**src/rtl/spec_chk_pkg.sv**
```systemverilog
package spec_chk_pkg;
  localparam int REG_W = 7;

  typedef struct packed {
    logic             fp;
    logic [REG_W-1:0] num;
  } reg_key_t;

  typedef enum logic {
    MODE_CTRL = 1'b0,
    MODE_DATA = 1'b1
  } chk_mode_e;
endpackage

```
**src/rtl/spec_addr_table.sv**
```systemverilog
module spec_addr_table
  import spec_chk_pkg::*;
#(
  parameter int DEPTH = 8
) (
  input  logic     clk,
  input  logic     rst_n,
  input  logic     ins_valid,
  input  reg_key_t ins_key,
  input  reg_key_t look_key,
  input  logic     inv_en,
  output logic     hit
);
  localparam int IDX_W = (DEPTH > 1) ? $clog2(DEPTH) : 1;

  logic [DEPTH-1:0] vld;
  reg_key_t         keys [DEPTH];
  logic [IDX_W-1:0] wr_ptr;
  logic [DEPTH-1:0] match;

  genvar gi;
  generate
    for (gi = 0; gi < DEPTH; gi++) begin : g_cmp
      assign match[gi] = vld[gi] && (keys[gi] == look_key);
    end
  endgenerate

  assign hit = |match;

  always_ff @(posedge clk) begin
    if (!rst_n) begin
      vld    <= '0;
      wr_ptr <= '0;
      for (int i = 0; i < DEPTH; i++) keys[i] <= '0;
    end else begin
      for (int i = 0; i < DEPTH; i++) begin
        if (ins_valid && (wr_ptr == IDX_W'(i))) begin
          vld[i]  <= 1'b1;
          keys[i] <= ins_key;
        end else if (inv_en && match[i]) begin
          vld[i] <= 1'b0;
        end
      end
      if (ins_valid) begin
        if (wr_ptr == IDX_W'(DEPTH - 1)) wr_ptr <= '0;
        else                             wr_ptr <= wr_ptr + 1'b1;
      end
    end
  end

  a_r12_slot_filled: assert property (@(posedge clk) disable iff (!rst_n)
    ins_valid |=> vld[$past(wr_ptr)]);

  a_r12_ptr_hold: assert property (@(posedge clk) disable iff (!rst_n)
    !ins_valid |=> $stable(wr_ptr));

  a_r8_inv_needs_hit: assert property (@(posedge clk) disable iff (!rst_n)
    inv_en |-> hit);
endmodule

```
**src/rtl/spec_verdict.sv**
```systemverilog
module spec_verdict
  import spec_chk_pkg::*;
#(
  parameter int GR_HARD_CNT = 1,
  parameter int FP_HARD_CNT = 2
) (
  input  chk_mode_e mode,
  input  reg_key_t  key,
  input  logic      clr,
  input  logic      nat,
  input  logic      natval,
  input  logic      force_fail,
  input  logic      hit,
  output logic      fail,
  output logic      want_inv
);
  logic hard_reg;
  logic data_fail;

  always_comb begin
    if (key.fp) hard_reg = (key.num < REG_W'(FP_HARD_CNT));
    else        hard_reg = (key.num < REG_W'(GR_HARD_CNT));
  end

  assign data_fail = hard_reg || !hit || force_fail;

  always_comb begin
    if (mode == MODE_DATA) begin
      fail     = data_fail;
      want_inv = clr && !data_fail;
    end else begin
      fail     = key.fp ? natval : nat;
      want_inv = 1'b0;
    end
  end

  always_comb begin
    if (want_inv) a_r9_inv_only_on_pass: assert (!fail);
  end
endmodule

```
**src/rtl/spec_recover.sv**
```systemverilog
module spec_recover #(
  parameter int IP_W  = 64,
  parameter int IMM_W = 21,
  parameter int SHIFT = 4
) (
  input  logic [IP_W-1:0]  ip,
  input  logic [IMM_W-1:0] imm,
  output logic [IP_W-1:0]  target,
  output logic [IP_W-1:0]  imm_zx
);
  localparam logic [IP_W-1:0] ALIGN_MASK = ~((IP_W'(1) << SHIFT) - IP_W'(1));

  logic [IP_W-1:0] disp_sx;

  assign disp_sx = {{(IP_W-IMM_W){imm[IMM_W-1]}}, imm};
  assign target  = (ip & ALIGN_MASK) + (disp_sx << SHIFT);
  assign imm_zx  = {{(IP_W-IMM_W){1'b0}}, imm};
endmodule

```
**src/rtl/spec_check_unit.sv**
```systemverilog
module spec_check_unit
  import spec_chk_pkg::*;
#(
  parameter int IP_W  = 64,
  parameter int IMM_W = 21,
  parameter int SHIFT = 4,
  parameter int DEPTH = 8
) (
  input  logic             clk,
  input  logic             rst_n,
  input  logic             op_valid,
  output logic             op_ready,
  input  logic             op_data_mode,
  input  logic             op_fp,
  input  logic [REG_W-1:0] op_reg,
  input  logic             op_clr,
  input  logic             op_qp,
  input  logic             src_nat,
  input  logic             src_natval,
  input  logic [IP_W-1:0]  op_ip,
  input  logic [IMM_W-1:0] op_imm,
  input  logic             cfg_branch_en,
  input  logic             cfg_force_fail,
  input  logic             ins_valid,
  input  logic             ins_fp,
  input  logic [REG_W-1:0] ins_reg,
  output logic             done,
  output logic             chk_fail,
  output logic             br_taken,
  output logic [IP_W-1:0]  br_target,
  output logic             fault,
  output logic [IP_W-1:0]  fault_imm,
  output logic             inv_valid,
  output logic             inv_fp,
  output logic [REG_W-1:0] inv_reg
);
  reg_key_t        look_key;
  reg_key_t        ins_key;
  chk_mode_e       mode;
  logic            hit;
  logic            fail_c;
  logic            want_inv;
  logic            accept;
  logic            act;
  logic            inv_en;
  logic [IP_W-1:0] tgt_c;
  logic [IP_W-1:0] imm_c;
  logic            ready_q;

  assign look_key = '{fp: op_fp, num: op_reg};
  assign ins_key  = '{fp: ins_fp, num: ins_reg};
  assign mode     = chk_mode_e'(op_data_mode);
  assign op_ready = ready_q;
  assign accept   = op_valid && ready_q;
  assign act      = accept && op_qp;
  assign inv_en   = act && want_inv;

  spec_addr_table #(.DEPTH(DEPTH)) u_table (
    .clk      (clk),
    .rst_n    (rst_n),
    .ins_valid(ins_valid),
    .ins_key  (ins_key),
    .look_key (look_key),
    .inv_en   (inv_en),
    .hit      (hit)
  );

  spec_verdict u_verdict (
    .mode      (mode),
    .key       (look_key),
    .clr       (op_clr),
    .nat       (src_nat),
    .natval    (src_natval),
    .force_fail(cfg_force_fail),
    .hit       (hit),
    .fail      (fail_c),
    .want_inv  (want_inv)
  );

  spec_recover #(.IP_W(IP_W), .IMM_W(IMM_W), .SHIFT(SHIFT)) u_recover (
    .ip    (op_ip),
    .imm   (op_imm),
    .target(tgt_c),
    .imm_zx(imm_c)
  );

  always_ff @(posedge clk) begin
    if (!rst_n) begin
      ready_q   <= 1'b0;
      done      <= 1'b0;
      chk_fail  <= 1'b0;
      br_taken  <= 1'b0;
      br_target <= '0;
      fault     <= 1'b0;
      fault_imm <= '0;
      inv_valid <= 1'b0;
      inv_fp    <= 1'b0;
      inv_reg   <= '0;
    end else begin
      ready_q   <= 1'b1;
      done      <= accept;
      chk_fail  <= act && fail_c;
      br_taken  <= act && fail_c && cfg_branch_en;
      fault     <= act && fail_c && !cfg_branch_en;
      br_target <= (act && fail_c && cfg_branch_en) ? tgt_c : '0;
      fault_imm <= (act && fail_c && !cfg_branch_en) ? imm_c : '0;
      inv_valid <= inv_en;
      inv_fp    <= inv_en ? op_fp : 1'b0;
      inv_reg   <= inv_en ? op_reg : '0;
    end
  end

  a_r11_done_after_accept: assert property (@(posedge clk) disable iff (!rst_n)
    done |-> $past(op_valid && op_ready));

  a_r10_effects_need_done: assert property (@(posedge clk) disable iff (!rst_n)
    (chk_fail || br_taken || fault || inv_valid) |-> done);

  a_r7_branch_fault_excl: assert property (@(posedge clk) disable iff (!rst_n)
    !(br_taken && fault));

  a_r6_target_aligned: assert property (@(posedge clk) disable iff (!rst_n)
    br_taken |-> (br_target[SHIFT-1:0] == '0));

  a_r9_no_inv_on_fail: assert property (@(posedge clk) disable iff (!rst_n)
    inv_valid |-> !chk_fail);

  a_r6_fail_recovers: assert property (@(posedge clk) disable iff (!rst_n)
    chk_fail |-> (br_taken || fault));
endmodule

```
**config.mk**
```make
export PLATFORM = sky130hd
export DESIGN_NAME = spec_check_unit
export DESIGN_NICKNAME = d
export VERILOG_FILES = /design/src/rtl/spec_chk_pkg.sv /design/src/rtl/spec_addr_table.sv /design/src/rtl/spec_verdict.sv /design/src/rtl/spec_recover.sv /design/src/rtl/spec_check_unit.sv
export SDC_FILE = /design/constraint.sdc
export NUM_CORES = 1
export LEC_CHECK = 0
export CAP_MARGIN = 20
export CORE_UTILIZATION = 25
export CTS_BUF_LIST = sky130_fd_sc_hd__clkbuf_4 sky130_fd_sc_hd__clkbuf_8
export CTS_CLUSTER_DIAMETER = 30
export CTS_CLUSTER_SIZE = 10
export DETAILED_ROUTE_END_ITERATION = 10
export DONT_BUFFER_PORTS = 1
export GPL_TIMING_DRIVEN = 0
export PLACE_DENSITY = 0.35
export SYNTH_ARGS = -nofsm -noshare
export SYNTH_HDL_FRONTEND = slang
export SYNTH_HIERARCHICAL = 1
export SYNTH_SLANG_ARGS = --single-unit
```
**constraint.sdc**
```tcl
create_clock -name clk -period 3.55 [get_ports clk]
set_clock_uncertainty 0.15 [all_clocks]
set_input_delay 0.355 -clock clk [delete_from_list [all_inputs] [get_ports clk]]
set_output_delay 0.355 -clock clk [all_outputs]
set_load 0.02 [all_outputs]
```
==> impl_metrics.toml, run 1 <==
[cells_and_area]
fin_nets = 1539
layout-drive-gt1-share = 0.174
area_growth_pct = 24.4
instances_no_fill = 2011
fin_util = 0.318
reg_top3 = "br_target (64), fault_imm (64), u_table/keys (64)"

[critical_path]
path_class = "input port to flip-flop"
cp.required_ns = 3.98
r2r_slack_ns = 0.33
start_kind = "input port"
worstPathArrival_ns = 3.84
rr_worst_depth = 10
worst-path-max-fanout = 5
worst_setup_path_end_kind = "flip-flop"
r2r-start = "u_table/keys[0][11]"
r2r-end = "fault_imm[1]"

[clock_tree]
cts_tree = "yes"
cts_buffer_depth = 3
post_cts_buffers = 0
clk_pin_slew_ns = 0.05
insertion_delay_ns = 0.64
cts_sinks = 217
cts_buffers = 60
htree_levels = 2
clockRootBuffer = "clkbuf_8"

[min_path]
min_from = "op_ip[10]"
hp-class = "input port to flip-flop"
whs_path_depth = 3
worstHoldEndpoint = "br_target[10]"

[floorplan]
die_w_um = 218
io_pins = 254
core_um2 = 45800
initial_core_util = 0.256
die_h_um = 218
rows = 78
die_area_um2 = 47700

[status]
status = "complete, no violations"

[synth]
async_flop_share = 0
synth_area_leaders = "dfxtp_1, edfxtp_1, and3_1"
synth_commonest_cells = "dfxtp_1, and3_1, nor2_1"
yosysTopAreaCellShare = 0.262
yosysMostFrequentCell = "dfxtp_1"
synth_flop_cell = "dfxtp_1"
syn_area_um2 = 11700
yosysTopAreaCell = "dfxtp_1"
yosysSeqAreaShare = 0.426
synth.distinct_cells = 75
avgSynthCellArea_um2 = 9.73
synth_edf_count = 64
synth-warning-count = 6
synthCells = 1203
ys_ff_latch = 217

[placed_design]
pre_cts_ws_ns = -0.604
gp_congestion = 0.753
dpl.hpwl_um = 27600
dpl.cell_count = 1849
io_buffers = 0

[pwr]
share_seq_of_total_power = 0.357
p_total_uw = 7510
clkPwrFrac = 0.496
vdd_drop_max_v = 0.000240
total_leakage_power_uw = 0.00673
combPwrFrac = 0.147
switching_share = 0.274
p_per_area_nw_per_um2 = 516
switching_power_uw = 2060
p_int_uw = 5460

[timing]
rsz0062_at_grt = "false"
setup_slack_ns = 0.141
fmax_mhz = 293
worst_slew_pin_slew_ns = 0.712
period_minus_slack_ns = 3.41
setup_violations = 0
period_share = 0.960
max_slew_margin = 0.522
hold_violations = 0
slew_viol_final = 0
fin_hold_ws_ns = 0.0482

[drt]
routedWlPerCell_um = 18.7
post-route-drc-count = 0
via_count = 8907
drt_iter0_drc = 350
drt_wl_total_um = 37700
first_pass_iters = 4
drtAntennaViolNets = 0
via_per_inst = 4.43

[global_route]
grt_pass1_vias = 9301
grt_max_degree = 40
grt_use_total = 0.157
grt_pass1_wl_um = 56400
antenna_found_initial = 5
overflow = 0

[flow_run]
cap_violations = 0
==> layout by cell type, fill, tap and decap left out, types with 47 or more instances in the layout <==
cell type / n
a21oi_1: 61
dlygate4sd3_1: 50
conb_1: 47
clkbuf_8: 71
a21o_1: 47
xor2_1: 57
and3_1: 142
nor2_1: 88
xnor2_1: 62
nand2_1: 74
ha_1: 65
buf_4: 73
edfxtp_1: 64
dfxtp_1: 153
==> area by class of cell <==
type	count	area, µm²
Timing Repair Buffer	50	500
Buffer	132	956
Antenna cell	2	5.00
Clock inverter	31	355
Sequential cell	217	4980
Multi-Input combinational cell	874	5870
Tap cell	600	751
Inverter	26	97.6
Clock buffer	79	1040
Fill cell	4827	31200
==> metrics by stage <==
| stage | instance area [µm²] | setup TNS, ns |
|---|---|---|
| 2_1_floorplan | 11900 | 0 |
| 3_3_place_gp | 12600 | -2.64 |
| 3_5_place_dp | 12600 | -2.10 |
| 4_1_cts | 14500 | 0 |
| 5_1_grt | 14600 | 0 |
| 6_report | 14600 | 0 |
==> repair_timing <==
action / in CTS / in global routing
endpoints found under the setup margin: 0 / 8
hold endpoints to repair: 49 / 0
gates resized for setup: 0 / 5
hold buffers: 50 / 0
==> critical path: stages <==
cell and delay, ns:
dlygate4sd3_1 0.59, ha_1 0.40, nand4_1 0.13, or3_4 0.39
o211ai_2 0.31, a31o_2 0.28, a31oi_2 0.19, o211ai_1 0.54
o21ai_1 0.12, a311oi_1 0.33, and3_1 0.21
==> power by group through the flow <==
stage	registers, µW	clock network, µW	logic (µW)
5_1_grt	2680	4000	1240
3_5_place_dp	2730	0	1050
2_1_floorplan	2720	0	802
3_3_place_gp	2730	0	1060
4_1_cts	2680	3860	1110
6_report	2680	3730	1100
==> worst max path at each step <==
stage / end / from / cells past startpoint
after floorplan: br_target[62] / op_ip[4] / 12
after global placement: br_target[62] / op_ip[4] / 12
after detailed placement: br_target[62] / op_ip[4] / 12
after CTS: br_target[62] / op_imm[7] / 12
after global routing: br_target[62] / op_imm[9] / 12
final: br_target[62] / op_imm[9] / 11
==> routing by layer <==
metal / track usage / share of wire / up-vias
met4: 0.0487 / 0.018 / 0
met3: 0.0457 / 0.063 / 44
met1: 0.193 / 0.44 / 4164
li1: - / - / 4489
met5: 0 / 0 / -
met2: 0.263 / 0.48 / 210
==> cells by family (layout without fill, tap and decap cells) <==
kind of cell / Yosys count / count (layout) / share of synthesized area
multiplexers: 3 / 3 / 0.00257
AO/OA/AOI/OAI: 226 / 226 / 0.132
other: 1 / 49 / 0.000320
adder cells (fa/ha/maj): 66 / 66 / 0.0712
flip-flops: 217 / 217 / 0.426
AND/OR/NAND/NOR: 412 / 412 / 0.188
buffers and inverters: 158 / 318 / 0.0900
XOR/XNOR: 120 / 120 / 0.0904
(Power assumes the default switching activity.)
==> run 2, diff against run 1 <==
--- a/config.mk
+++ b/config.mk
@@ -6,14 +6,15 @@
 export NUM_CORES = 1
 export LEC_CHECK = 0
 export CAP_MARGIN = 20
-export CORE_UTILIZATION = 25
+export CORE_UTILIZATION = 45
 export CTS_BUF_LIST = sky130_fd_sc_hd__clkbuf_4 sky130_fd_sc_hd__clkbuf_8
 export CTS_CLUSTER_DIAMETER = 30
 export CTS_CLUSTER_SIZE = 10
 export DETAILED_ROUTE_END_ITERATION = 10
 export DONT_BUFFER_PORTS = 1
 export GPL_TIMING_DRIVEN = 0
-export PLACE_DENSITY = 0.35
+export HOLD_SLACK_MARGIN = 0.12
+export PLACE_DENSITY = 0.57
 export SYNTH_ARGS = -nofsm -noshare
 export SYNTH_HDL_FRONTEND = slang
 export SYNTH_HIERARCHICAL = 1
==> run 2 against run 1 <==
Compared with the run above: clock-buffer cell count is 25 lower; register-to-register slack got worse by 0.09 ns; die area is 44% lower; power decreased by 10%; via count is 1.3% higher; clock power is 21% lower; critical endpoint is now br_target[60]; sequential power is essentially flat; combinational power barely moved; non-clock buffer count is 19 higher; sequential cell count unchanged; cell count is 14% lower.
==> impl_metrics.toml, run 2 (synthesis gave the netlist of run 1 again) <==
[status]
status = "complete, no violations"

[pwr]
switching_power_uw = 1950
clkPwrFrac = 0.438
p_int_uw = 4770
p_per_area_nw_per_um2 = 478
share_seq_of_total_power = 0.398
vdd_drop_max_v = 0.000303
switching_share = 0.290
combPwrFrac = 0.165
total_leakage_power_uw = 0.00664

[drt]
via_per_inst = 5.21
post-route-drc-count = 0
drt_iter0_drc = 487
routedWlPerCell_um = 17.8
via_count = 9027
drtAntennaViolNets = 0
first_pass_iters = 5
drt_wl_total_um = 30900

[cells_and_area]
n_antenna_cell = 0
layout-drive-gt1-share = 0.160
final_cell_area_um2 = 14100
fin_nets = 1545
instances_no_fill = 1734
final_cell_mix = "dfxtp_1, and3_1, nor2_1"
area_growth_pct = 20.3
layout_commonest_cell = "dfxtp_1"
reg_top3 = "br_target (64), fault_imm (64), u_table/keys (64)"

[global_route]
grt_use_total = 0.230
grt_pass1_vias = 9030
overflow = 0
grt_pass1_wl_um = 47600
antenna_found_initial = 1
grt_max_degree = 36

[critical_path]
cp.required_ns = 3.90
path_class = "input port to flip-flop"
start_kind = "input port"
worstPathArrival_ns = 3.79
cp-startpoint = "op_imm[5]"
crit_slowest_cell = "dlygate4sd3_1"
r2r-start = "u_table/keys[0][1]"
worst-path-max-fanout = 5
crit_chain = "dlygate4sd3_1 -> ha_1 -> and3_1 -> a221oi_2 -> or3_4 -> a2111oi_4 -> o21ai_1 -> a21o_1 -> a21o_1 -> o21a_1 -> nor3_1 -> and3_1"
worst_setup_path_end_kind = "flip-flop"
max_stage_delay_ns = 0.58

[clock_tree]
cts_tree = "yes"
clockRootBuffer = "clkbuf_8"
cts_buffer_depth = 3
cts_buffers = 47
cts_sinks = 217
clk_pin_slew_ns = 0.07
htree_levels = 2
insertion_delay_ns = 0.57

[flow_run]
cap_violations = 0

[timing]
period_share = 0.969
hold_violations = 0
fmax_mhz = 291
worst_slew_pin_slew_ns = 0.769
fin_hold_ws_ns = 0.151
rsz0062_at_grt = "false"
period_minus_slack_ns = 3.44
max_slew_margin = 0.484
slew_viol_final = 0
setup_violations = 0

[floorplan]
die_area_um2 = 26700
die_h_um = 163
initial_core_util = 0.462
io_pins = 254
rows = 58
core_um2 = 25300
die_w_um = 163

[placed_design]
place_area_um2 = 12300
dpl.hpwl_um = 21700
io_buffers = 0
gp_congestion = 0.816
dpl.cell_count = 1579

[min_path]
hp-class = "input port to flip-flop"
min_from = "op_data_mode"
-- run 2: metal layers --
metal | up-vias | wire length (µm) | global-route usage
li1 | 4500 | - | -
met1 | 4183 | 13600 | 0.288
met2 | 279 | 14300 | 0.377
met3 | 65 | 1990 | 0.0564
met4 | 0 | 999 | 0.0930
met5 | - | 0 | 0
-- run 2: power by group through the flow --
stage / combinational, µW / clock [µW] / sequential [µW]
after global placement: 1000 / 0 / 2730
after global routing: 1230 / 3140 / 2680
after CTS: 1080 / 3020 / 2680
after detailed placement: 1000 / 0 / 2730
after floorplan: 802 / 0 / 2720
final: 1110 / 2940 / 2670
-- run 2: area by class of cell --
cell class / count / area, µm²
flip-flops and latches: 217 / 4980
well taps: 330 / 413
clock buffers: 54 / 724
fillers: 2288 / 11200
inverters: 26 / 97.6
repair buffers: 69 / 688
plain buffers: 132 / 956
multi-input cells: 874 / 5890
clock inverters: 32 / 328
-- run 2: stage by stage --
step	utilization	total power [µW]	setup WS, ns	TNS [ns]
floorplan	-	3520	0.334	0
global placement	0.485	3730	-0.291	-0.646
detailed placement	0.485	3730	-0.297	-0.645
CTS	0.553	6780	0.00235	0
global route	0.556	7050	0.0125	0
finish	0.556	6730	0.111	0
-- run 2: final timing paths --
check | end | slack, ns | cells past startpoint
min | chk_fail | 0.15 | 2
min reg2reg | u_table/vld[5] | 0.31 | 2
max | br_target[60] | 0.11 | 12
max reg2reg | fault_imm[8] | 0.24 | 10
-- run 2: timing repair --
item / in CTS / in global routing
hold endpoints to repair: 77 / 0
setup endpoints to repair: 0 / 9
hold buffers: 67 / 0
resized for setup: 0 / 9
buffers inserted: 0 / 2
-- run 2: worst max-delay path, delay by kind of cell --
family / cells / cell delay (ns)
adders and majority gates: 1 / 0.37
buffers and inverters: 1 / 0.58
and+or+nand+nor: 4 / 1.15
AOI/OAI and AO/OA: 6 / 1.33
